## src/rtl/burst_arb_pkg.sv

```systemverilog
`timescale 1ns/1ps
package burst_arb_pkg;
  typedef enum logic [2:0] {
    CMD_NOP = 3'd0,
    CMD_ACT = 3'd1,
    CMD_RD  = 3'd2,
    CMD_WR  = 3'd3,
    CMD_PRE = 3'd4,
    CMD_REF = 3'd5
  } cmd_e;

  typedef enum logic [3:0] {
    S_IDLE, S_ACT, S_TRCD, S_RW, S_DATA, S_PRE, S_TRP, S_REF, S_TRFC
  } seq_state_e;
endpackage

```

## src/rtl/burst_arb_pick.sv

```systemverilog
`timescale 1ns/1ps
module burst_arb_pick #(
  parameter int N_CLI = 4,
  parameter int IW    = $clog2(N_CLI)
) (
  input  logic [N_CLI-1:0] req_i,
  input  logic             rr_i,
  input  logic [IW-1:0]    ptr_i,
  output logic             any_o,
  output logic [IW-1:0]    win_o
);
  // Scan from the lowest priority down so the highest-priority hit is written last.
  always_comb begin : p_pick
    int idx;
    any_o = |req_i;
    win_o = '0;
    for (int k = N_CLI - 1; k >= 0; k--) begin
      idx = rr_i ? ((int'(ptr_i) + k) % N_CLI) : k;
      if (req_i[idx]) win_o = IW'(idx);
    end
  end
endmodule

```

## src/rtl/burst_arb_refresh.sv

```systemverilog
`timescale 1ns/1ps
module burst_arb_refresh #(
  parameter int REF_INT = 780
) (
  input  logic clk_i,
  input  logic rst_ni,
  input  logic clr_i,
  output logic pend_o
);
  localparam int CW = $clog2(REF_INT + 1);
  logic [CW-1:0] cnt_q;

  always_ff @(posedge clk_i or negedge rst_ni) begin
    if (!rst_ni) begin
      cnt_q  <= CW'(REF_INT - 1);
      pend_o <= 1'b0;
    end else begin
      if (cnt_q == '0) cnt_q <= CW'(REF_INT - 1);
      else             cnt_q <= cnt_q - 1'b1;
      if (cnt_q == '0) pend_o <= 1'b1;
      else if (clr_i)  pend_o <= 1'b0;
    end
  end

  assert_pend_hold_R6: assert property (@(posedge clk_i) disable iff (!rst_ni)
    (pend_o && !clr_i) |=> pend_o);
endmodule

```

## src/rtl/burst_arb_seq.sv

```systemverilog
`timescale 1ns/1ps
module burst_arb_seq
  import burst_arb_pkg::*;
#(
  parameter int N_CLI     = 4,
  parameter int BANK_W    = 2,
  parameter int ROW_W     = 13,
  parameter int COL_W     = 10,
  parameter int BURST_LEN = 8,
  parameter int T_RCD     = 3,
  parameter int T_RP      = 3,
  parameter int T_WR      = 2,
  parameter int T_CL      = 3,
  parameter int T_RFC     = 8,
  localparam int IW       = $clog2(N_CLI),
  localparam int ADDR_W   = (ROW_W > COL_W) ? ROW_W : COL_W
) (
  input  logic                    clk_i,
  input  logic                    rst_ni,
  input  logic                    rr_i,
  input  logic [N_CLI-1:0]        req_i,
  input  logic [N_CLI-1:0]        dir_i,
  input  logic [N_CLI*BANK_W-1:0] bank_i,
  input  logic [N_CLI*ROW_W-1:0]  row_i,
  input  logic [N_CLI*COL_W-1:0]  col_i,
  input  logic                    ref_pend_i,
  output logic                    ref_clr_o,
  output logic [N_CLI-1:0]        gnt_o,
  output logic [N_CLI-1:0]        done_o,
  output logic [2:0]              cmd_o,
  output logic [BANK_W-1:0]       bank_o,
  output logic [ADDR_W-1:0]       addr_o
);
  localparam int WR_WAIT = BURST_LEN + T_WR;
  localparam int RD_WAIT = BURST_LEN + T_CL;
  localparam int W_A     = (WR_WAIT > RD_WAIT) ? WR_WAIT : RD_WAIT;
  localparam int W_B     = (T_RFC > T_RP) ? T_RFC : T_RP;
  localparam int W_MAX   = ((W_A > W_B) ? W_A : W_B) + T_RCD;
  localparam int CNT_W   = $clog2(W_MAX + 1);

  seq_state_e        state_q;
  logic [CNT_W-1:0]  cnt_q;
  logic [IW-1:0]     ptr_q;
  logic              dir_q;
  logic [BANK_W-1:0] bank_q;
  logic [ROW_W-1:0]  row_q;
  logic [COL_W-1:0]  col_q;
  logic              any;
  logic [IW-1:0]     win;
  logic              cnt_zero;
  cmd_e              cmd;

  burst_arb_pick #(.N_CLI(N_CLI)) u_pick (
    .req_i(req_i), .rr_i(rr_i), .ptr_i(ptr_q), .any_o(any), .win_o(win)
  );

  assign cnt_zero = (cnt_q == '0);

  always_ff @(posedge clk_i or negedge rst_ni) begin
    if (!rst_ni) begin
      state_q <= S_IDLE;
      cnt_q   <= '0;
      ptr_q   <= '0;
      gnt_o   <= '0;
      dir_q   <= 1'b0;
      bank_q  <= '0;
      row_q   <= '0;
      col_q   <= '0;
    end else begin
      case (state_q)
        S_IDLE: begin
          if (ref_pend_i) begin
            state_q <= S_REF;
          end else if (any) begin
            state_q <= S_ACT;
            gnt_o   <= N_CLI'(1) << win;
            ptr_q   <= (int'(win) == N_CLI - 1) ? '0 : win + 1'b1;
            dir_q   <= dir_i[win];
            bank_q  <= bank_i[win*BANK_W +: BANK_W];
            row_q   <= row_i[win*ROW_W +: ROW_W];
            col_q   <= col_i[win*COL_W +: COL_W];
          end
        end
        S_ACT: begin
          cnt_q   <= CNT_W'(T_RCD - 2);
          state_q <= S_TRCD;
        end
        S_TRCD: begin
          if (cnt_zero) state_q <= S_RW;
          else          cnt_q   <= cnt_q - 1'b1;
        end
        S_RW: begin
          cnt_q   <= dir_q ? CNT_W'(WR_WAIT - 1) : CNT_W'(RD_WAIT - 1);
          state_q <= S_DATA;
        end
        S_DATA: begin
          if (cnt_zero) state_q <= S_PRE;
          else          cnt_q   <= cnt_q - 1'b1;
        end
        S_PRE: begin
          cnt_q   <= CNT_W'(T_RP - 1);
          state_q <= S_TRP;
        end
        S_TRP: begin
          if (cnt_zero) begin
            state_q <= S_IDLE;
            gnt_o   <= '0;
          end else begin
            cnt_q <= cnt_q - 1'b1;
          end
        end
        S_REF: begin
          cnt_q   <= CNT_W'(T_RFC - 1);
          state_q <= S_TRFC;
        end
        S_TRFC: begin
          if (cnt_zero) state_q <= S_IDLE;
          else          cnt_q   <= cnt_q - 1'b1;
        end
        default: state_q <= S_IDLE;
      endcase
    end
  end

  always_comb begin
    cmd    = CMD_NOP;
    bank_o = '0;
    addr_o = '0;
    case (state_q)
      S_ACT: begin cmd = CMD_ACT; bank_o = bank_q; addr_o = ADDR_W'(row_q); end
      S_RW:  begin cmd = dir_q ? CMD_WR : CMD_RD; bank_o = bank_q; addr_o = ADDR_W'(col_q); end
      S_PRE: begin cmd = CMD_PRE; bank_o = bank_q; end
      S_REF: cmd = CMD_REF;
      default: ;
    endcase
  end

  assign cmd_o     = cmd;
  assign ref_clr_o = (state_q == S_REF);
  assign done_o    = (state_q == S_TRP && cnt_zero) ? gnt_o : '0;

  assert_gnt_onehot_R3: assert property (@(posedge clk_i) disable iff (!rst_ni)
    $onehot0(gnt_o));
  assert_gnt_hold_R3: assert property (@(posedge clk_i) disable iff (!rst_ni)
    (gnt_o != '0 && done_o == '0) |=> $stable(gnt_o));
  assert_gnt_release_R3: assert property (@(posedge clk_i) disable iff (!rst_ni)
    (done_o != '0) |=> (gnt_o == '0));
  assert_done_pulse_R3: assert property (@(posedge clk_i) disable iff (!rst_ni)
    (done_o != '0) |=> (done_o == '0));
  assert_done_owner_R3: assert property (@(posedge clk_i) disable iff (!rst_ni)
    (done_o != '0) |-> (done_o == gnt_o));
  assert_act_then_nop_R2: assert property (@(posedge clk_i) disable iff (!rst_ni)
    (cmd_o == CMD_ACT) |=> (cmd_o == CMD_NOP));
  assert_ref_no_gnt_R7: assert property (@(posedge clk_i) disable iff (!rst_ni)
    (cmd_o == CMD_REF) |-> (gnt_o == '0));
  assert_ref_first_R7: assert property (@(posedge clk_i) disable iff (!rst_ni)
    (state_q == S_IDLE && ref_pend_i) |=> (cmd_o == CMD_REF));
  assert_win_requests_R4: assert property (@(posedge clk_i) disable iff (!rst_ni)
    any |-> req_i[win]);
  assert_rr_ptr_first_R5: assert property (@(posedge clk_i) disable iff (!rst_ni)
    (rr_i && req_i[ptr_q]) |-> (win == ptr_q));
endmodule

```

## src/rtl/burst_arbiter.sv

```systemverilog
`timescale 1ns/1ps
module burst_arbiter #(
  parameter int N_CLI     = 4,
  parameter int BANK_W    = 2,
  parameter int ROW_W     = 13,
  parameter int COL_W     = 10,
  parameter int BURST_LEN = 8,
  parameter int T_RCD     = 3,
  parameter int T_RP      = 3,
  parameter int T_WR      = 2,
  parameter int T_CL      = 3,
  parameter int T_RFC     = 8,
  parameter int REF_INT   = 780,
  localparam int ADDR_W   = (ROW_W > COL_W) ? ROW_W : COL_W
) (
  input  logic                    clk_i,
  input  logic                    rst_ni,
  input  logic                    rr_mode_i,
  input  logic [N_CLI-1:0]        req_i,
  input  logic [N_CLI-1:0]        dir_i,
  input  logic [N_CLI*BANK_W-1:0] bank_i,
  input  logic [N_CLI*ROW_W-1:0]  row_i,
  input  logic [N_CLI*COL_W-1:0]  col_i,
  output logic [N_CLI-1:0]        gnt_o,
  output logic [N_CLI-1:0]        done_o,
  output logic [2:0]              cmd_o,
  output logic [BANK_W-1:0]       bank_o,
  output logic [ADDR_W-1:0]       addr_o
);
  logic ref_pend;
  logic ref_clr;

  burst_arb_refresh #(.REF_INT(REF_INT)) u_refresh (
    .clk_i(clk_i), .rst_ni(rst_ni), .clr_i(ref_clr), .pend_o(ref_pend)
  );

  burst_arb_seq #(
    .N_CLI(N_CLI), .BANK_W(BANK_W), .ROW_W(ROW_W), .COL_W(COL_W),
    .BURST_LEN(BURST_LEN), .T_RCD(T_RCD), .T_RP(T_RP), .T_WR(T_WR),
    .T_CL(T_CL), .T_RFC(T_RFC)
  ) u_seq (
    .clk_i(clk_i), .rst_ni(rst_ni), .rr_i(rr_mode_i), .req_i(req_i),
    .dir_i(dir_i), .bank_i(bank_i), .row_i(row_i), .col_i(col_i),
    .ref_pend_i(ref_pend), .ref_clr_o(ref_clr), .gnt_o(gnt_o),
    .done_o(done_o), .cmd_o(cmd_o), .bank_o(bank_o), .addr_o(addr_o)
  );
endmodule

```

## config.mk

```make
export PLATFORM = sky130hd
export DESIGN_NAME = burst_arbiter
export DESIGN_NICKNAME = d
export VERILOG_FILES = /design/src/rtl/burst_arb_pkg.sv /design/src/rtl/burst_arb_pick.sv /design/src/rtl/burst_arb_refresh.sv /design/src/rtl/burst_arb_seq.sv /design/src/rtl/burst_arbiter.sv
export SDC_FILE = /design/constraint.sdc
export NUM_CORES = 1
export LEC_CHECK = 0
export ABC_AREA = 1
export CAP_MARGIN = 20
export CORE_MARGIN = 3
export CORE_UTILIZATION = 50
export CTS_CLUSTER_DIAMETER = 100
export DETAILED_ROUTE_END_ITERATION = 10
export PLACE_DENSITY = 0.88
export SLEW_MARGIN = 10
export SYNTH_ARGS = -nofsm -noshare
export SYNTH_HDL_FRONTEND = slang
export SYNTH_SLANG_ARGS = --single-unit
```

## constraint.sdc

```tcl
create_clock -name clk_i -period 2.7 [get_ports clk_i]
set_clock_uncertainty 0.05 [all_clocks]
set_input_delay 0.675 -clock clk_i [delete_from_list [all_inputs] [get_ports clk_i]]
set_output_delay 0.675 -clock clk_i [all_outputs]
set_load 0.05 [all_outputs]
```

==> results of run 1 <==
final cells by class:
cell class	instances	area, µm²	area share (%)
Sequential cell	51	1282	22.31
Clock inverter	3	28.78	0.5005
Timing Repair Buffer	155	1682	29.25
Multi-Input combinational cell	423	1989	34.60
Tap cell	102	127.6	2.220
Inverter	151	570.5	9.924
Clock buffer	5	68.82	1.197
cell families (layout without fill, tap and decap cells):
logic type      after synthesis  in the layout
fa+ha+maj                     4              4
flops                        51             51
buf+inv                     180            314
xor+xnor                      5              5
simple gates                374            374
compound gates               40             40
how the worst min path moves through the flow:
stage               cells past startpoint                 end
floorplan                               0  u_refresh.cnt_q[2]
global placement                        1  u_refresh.cnt_q[0]
detailed placement                      1  u_refresh.cnt_q[0]
CTS                                     2      u_seq.cnt_q[2]
global route                            1  u_refresh.cnt_q[0]
finish                                  2  u_refresh.cnt_q[5]
synthesized netlist by cell type, types with 7 or more instances:
library cell	number	area share (%)
nand2_2	12	1.9
dfrtp_1	46	29
nand2_1	202	19
a21oi_1	7	0.87
buf_2	15	1.9
inv_1	149	14
o21ai_0	13	1.6
a32o_1	10	2.5
nor2_1	31	2.9
clkbuf_1	8	0.75
nand3_1	120	15
worst max-delay path, stage by stage, from the launching register on:
cell and delay (ns):
dfrtp_1 0.41, inv_1 0.15, nand2_1 0.18, clkinvlp_4 0.21, nand2_1 0.17, nor2_1 0.26, buf_12 0.18
per-layer routing:
layer / vias up / routed length (µm) / GRT usage (%)
met1: 2123 / 5036 / 37.77
met5: - / 0 / 0
met4: 0 / 279 / 8.531
li1: 2262 / - / -
met2: 203 / 5611 / 44.35
met3: 28 / 830 / 4.736
repair_timing:
| item | in CTS | in global routing |
|---|---|---|
| gates resized for setup | 0 | 1 |
| setup endpoints to repair | 0 | 3 |
| buffers inserted | 0 | 0 |
| hold buffers | 0 | 0 |
power by group:
group / internal, mW / total [mW] / leakage [nW] / switching (mW)
logic: 1.52 / 3.92 / 2.53 / 2.39
registers: 1.06 / 1.27 / 0.619 / 0.209
clock network: 0.192 / 0.459 / 0.0502 / 0.267
through the flow:
step	TNS, ns	hold WS [ns]	util [%]	cells	power [mW]
2_1_floorplan	0	0.3294	-	654	3.810
3_3_place_gp	0	0.3986	72.71	882	5.050
3_5_place_dp	-0.6983	0.4080	72.71	882	5.149
4_1_cts	0	0.4306	73.97	890	5.612
5_1_grt	-0.001731	0.4493	74.02	890	6.129
6_report	0	0.4039	74.02	890	5.644
sequential cells by signal, indices dropped and copies added, names as in the netlist:
signal,cells
u_seq.col_q,10
u_seq.gnt_o,4
u_refresh.pend_o,1
u_seq.cnt_q,4
u_seq.bank_q,2
u_seq.row_q,13
u_seq.ptr_q,2
u_seq.dir_q,1
u_refresh.cnt_q,10
u_seq.state_q,4
==> results.sh, run 1 <==
export IMPL_io_pins=137
export IMPL_synth_cell_area_mm2=0.004008
export IMPL_synth_compound_area_share_pct=6.744
export IMPL_cp_max_fo=11
export IMPL_layout_common_cells="nand2_1 (202), inv_1 (148), nand3_1 (120), clkdlybuf4s50_1 (113), dfrtp_1 (46)"
export IMPL_setup_viol=0
export IMPL_die_h_um=95.53
export IMPL_root_buffer="clkbuf_8"
export IMPL_postRouteAntennaNets=0
export IMPL_grt_start_max_net_pins=52
export IMPL_worstMarginPinSlew_ns=0.6156
export IMPL_regToRegSetupSlack_ns=0.62
export IMPL_wl_per_cell_um=13.21
export IMPL_dieArea_mm2=0.009125
export IMPL_clk_latency_ns=0.30
export IMPL_cellPowerDensity_mw_per_mm2=981.6
export IMPL_syn_nets=769
export IMPL_io_buffers=136
export IMPL_holdCritPathClass="input pin to async pin"
export IMPL_synth_edf_count=0
export IMPL_fin_area_mm2=0.005749
export IMPL_dieWidth_um=95.53
export IMPL_status="finished, final reports clean"
export IMPL_arrival_ns=1.86
export IMPL_synth_async_reset_ratio_pct=100.0
export IMPL_fill_cells=607
export IMPL_cp_start_kind="flip-flop"
export IMPL_criticalPathCategory="flip-flop to output pin"
export IMPL_routabilityCongestion=0.9762
export IMPL_drv_slew=0
export IMPL_hold_viol=0
export IMPL_ys_flop_type="dfrtp_1"
export IMPL_synth_simple_gate_area_share_pct=40.56
export IMPL_ys_types=30
export IMPL_synth_avg_cell_area_um2=6.128
export IMPL_fin_crit_sh_pct=95.56
export IMPL_relSlewSlack_pct=58.96
export IMPL_cts_tree="done"
export IMPL_area_growth_syn_to_layout_pct=43.46
export IMPL_firstDrtPassIters=5
export IMPL_grt_pass1_vias=4518
export IMPL_clkTransAtPathRegs_ns=0.10
export IMPL_synthCells=654
export IMPL_cp_end_kind="output pin"
export IMPL_place_ws_ns=-0.08381
export IMPL_postPlaceCellArea_mm2=0.005648
export IMPL_critPathRequiredTime_ns=1.98
export IMPL_fmax_ghz=0.3876
export IMPL_synthMuxAreaShare_pct=0
export IMPL_cts_buffers=5
export IMPL_r2r_start="u_seq.ptr_q[0]"
export IMPL_drive_above_1_share_pct=9.391
export IMPL_ys_warn_count=0
export IMPL_viasPerCell=5.187
export IMPL_ys_ff_latch=51
export IMPL_core_rowCount=32
export IMPL_cellLeakagePower_nw=3.200
export IMPL_clock_path_buffers=2
export IMPL_antenna_found_initial=0
export IMPL_rr_endpoint="u_seq.row_q[6]"
export IMPL_synth_seq_area_share_pct=32.00
export IMPL_grt_pass1_wl_mm=20.25
export IMPL_synth_xor_area_share_pct=1.093
export IMPL_post_dp_hpwl_mm=9.559
export IMPL_endpoint="addr_o[10]"
export IMPL_diodes=0
export IMPL_routed_via_count=4616
export IMPL_htreeDepth=2
export IMPL_setup_ws_ns=0.1199
export IMPL_period_minus_slack_ns=2.580
export IMPL_final_nets=902
export IMPL_synth_top_family_by_area="simple AND/OR/NAND/NOR gates"
export IMPL_grt_ovfl_total=0
export IMPL_drc=0
export IMPL_track_usage_pct=27.57
export IMPL_peakVddDrop_v=0.0004760
export IMPL_wirelength_mm=11.76
export IMPL_mostFrequentLayoutCell="nand2_1"
export IMPL_drtIter0Drc=336
export IMPL_clkSinkCount=51
export IMPL_max_cap_violations=0
export IMPL_fp_coreArea_mm2=0.007767
export IMPL_floorplan_initialDensity_pct=51.59
export IMPL_synth_fa_ha_area_share_pct=1.249
export IMPL_setup_worst_path_start="u_seq.state_q[3]"
export IMPL_r2r_cells=14
No activity file was read; power rests on OpenSTA's default activity.
==> run 2: changes to the inputs <==
--- a/config.mk
+++ b/config.mk
@@ -11,7 +11,9 @@
 export CORE_UTILIZATION = 50
 export CTS_CLUSTER_DIAMETER = 100
 export DETAILED_ROUTE_END_ITERATION = 10
+export HOLD_SLACK_MARGIN = 0.15
 export PLACE_DENSITY = 0.88
+export REMOVE_ABC_BUFFERS = 1
 export SLEW_MARGIN = 10
 export SYNTH_ARGS = -nofsm -noshare
 export SYNTH_HDL_FRONTEND = slang
==> results.sh, run 2 (synthesis gave the netlist of run 1 again) <==
export IMPL_drive_above_1_share_pct=9.149
export IMPL_drv_slew=0
export IMPL_wl_per_cell_um=12.76
export IMPL_worstMarginPinSlew_ns=0.6344
export IMPL_cts_tree="done"
export IMPL_track_usage_pct=25.61
export IMPL_layout_common_cells="nand2_1 (202), inv_1 (149), nand3_1 (120), clkdlybuf4s50_1 (113), dfrtp_1 (46)"
export IMPL_drtIter0Drc=384
export IMPL_cts_resized=0
export IMPL_io_pins=137
export IMPL_peakVddDrop_v=0.0004666
export IMPL_utilization_pct=74.05
export IMPL_antenna_found_initial=0
export IMPL_max_cap_violations=0
export IMPL_dieArea_mm2=0.009125
export IMPL_fin_crit_sh_pct=97.25
export IMPL_post_dp_hpwl_mm=8.916
export IMPL_cts_hold_buffers=0
export IMPL_regToRegSetupSlack_ns=0.64
export IMPL_diodes=0
export IMPL_core_rowCount=32
export IMPL_path_buf_inv=3
export IMPL_arrival_ns=1.90
export IMPL_grt_pass1_vias=4431
export IMPL_grt_ovfl_total=0
export IMPL_cpPeakStageDelay_ns=0.40
export IMPL_fin_area_mm2=0.005752
export IMPL_cpLargestDelayFamily="simple AND/OR/NAND/NOR gates"
export IMPL_cp_end_kind="output pin"
export IMPL_mostFrequentLayoutCell="nand2_1"
export IMPL_relSlewSlack_pct=57.70
export IMPL_dieWidth_um=95.53
export IMPL_setup_viol=0
export IMPL_clock_path_buffers=2
export IMPL_critPathRequiredTime_ns=1.98
export IMPL_status="finished, final reports clean"
export IMPL_die_h_um=95.53
export IMPL_regMostFlops="u_seq.row_q"
export IMPL_postRouteAntennaNets=0
export IMPL_wirelength_mm=11.35
export IMPL_clk_latency_ns=0.30
export IMPL_rsz0062_at_grt="yes"
export IMPL_final_nets=901
export IMPL_area_growth_syn_to_layout_pct=43.52
export IMPL_holdCritPathClass="input pin to async pin"
export IMPL_routabilityCongestion=0.9259
export IMPL_root_buffer="clkbuf_8"
export IMPL_dp_cells=881
export IMPL_io_buffers=136
export IMPL_grt_start_max_net_pins=54
export IMPL_viasPerCell=5.064
export IMPL_grt_pass1_wl_mm=19.03
export IMPL_cellLeakagePower_nw=3.199
export IMPL_floorplan_initialDensity_pct=51.59
export IMPL_postPlaceCellArea_mm2=0.005653
export IMPL_cp_max_fo=6
export IMPL_stdcell_count=889
export IMPL_fmax_ghz=0.3809
export IMPL_cellPowerDensity_mw_per_mm2=979.4
export IMPL_period_minus_slack_ns=2.626
export IMPL_largest_register_ffs=13
export IMPL_cts_buffers=5
export IMPL_htreeDepth=2
export IMPL_cp_common_cell="nand2_1"
export IMPL_routed_via_count=4502
export IMPL_reg_top3="u_seq.row_q: 13 flops, u_refresh.cnt_q: 10 flops, u_seq.col_q: 10 flops"
export IMPL_clkSinkCount=51
export IMPL_cts_setup_buffers=0
export IMPL_cp_start_kind="flip-flop"
export IMPL_hold_viol=0
export IMPL_drc=0
export IMPL_criticalPathCategory="flip-flop to output pin"
export IMPL_crit_slowest_cell="dfrtp_1"
export IMPL_clkTransAtPathRegs_ns=0.09
export IMPL_firstDrtPassIters=5
export IMPL_worstPathCellList="inv_1, nand2_1, nor2_1, buf_4, a21oi_1, nand2_1, buf_12"
export IMPL_fp_coreArea_mm2=0.007767
## run 2: cell types whose count changed in the layout (fill, tap and decap cells not counted), sizes merged
cell | before | now
buf | 42 | 41
clkbuf | 5 | 6
clkinv | 2 | 1
## run 2: layout make-up
| type | count | area [µm²] |
|---|---|---|
| Clock buffer | 6 | 82.58 |
| Clock inverter | 2 | 16.27 |
| Fill cell | 591 | 2016 |
| Inverter | 151 | 566.8 |
| Multi-Input combinational cell | 423 | 1989 |
| Sequential cell | 51 | 1282 |
| Tap cell | 102 | 127.6 |
| Timing Repair Buffer | 154 | 1687 |
## run 2: per-stage QoR
step	hold slack (ns)	setup TNS (ns)	power [mW]	worst slack [ns]
final	0.4109	0	5.633	0.07433
after global routing	0.4492	-0.001089	6.108	-0.001089
after CTS	0.4234	0	5.628	0.1291
after detailed placement	0.4004	-0.06156	5.135	-0.03494
after global placement	0.3946	0	4.983	0.09219
after floorplan	0.3294	-2.749	3.595	-0.2573
## run 2: worst paths after layout
check	start	to	cells after the start
min in group clk_i	u_refresh.cnt_q[0]	u_refresh.cnt_q[0]	1
worst max register to register	u_seq.ptr_q[0]	u_seq.row_q[0]	13
max in group asynchronous	rst_ni	u_seq.row_q[3]	2
worst min-delay path	rst_ni	u_refresh.cnt_q[5]	2
worst min register to register	u_refresh.cnt_q[0]	u_refresh.cnt_q[0]	1
worst max-delay path	u_seq.state_q[3]	cmd_o[0]	7
## run 2: layer usage
layer,GRT usage [%],vias up,share of wire [%]
met4,9.479,0,1.8
met2,47.89,168,54
li1,-,2252,-
met5,0,-,0
met3,5.130,22,6.1
met1,28.29,2060,38
## run 2: power by group
| group | switching [mW] | internal [mW] | total (mW) |
|---|---|---|---|
| registers | 0.192 | 1.06 | 1.25 |
| logic | 2.39 | 1.54 | 3.92 |
| clock network | 0.250 | 0.209 | 0.460 |
## run 2: worst register-to-register path: stages, from the launching register on
cell	delay (ns)
dfrtp_1	0.46
nand2_2	0.19
nand2_1	0.11
o21ai_1	0.09
nand2_1	0.11
nand3_2	0.13
nand2_2	0.07
nand2_4	0.09
buf_12	0.21
nand3_1	0.16
nand3_1	0.11
nand2_1	0.06
nand2_1	0.06
nand2_1	0.06
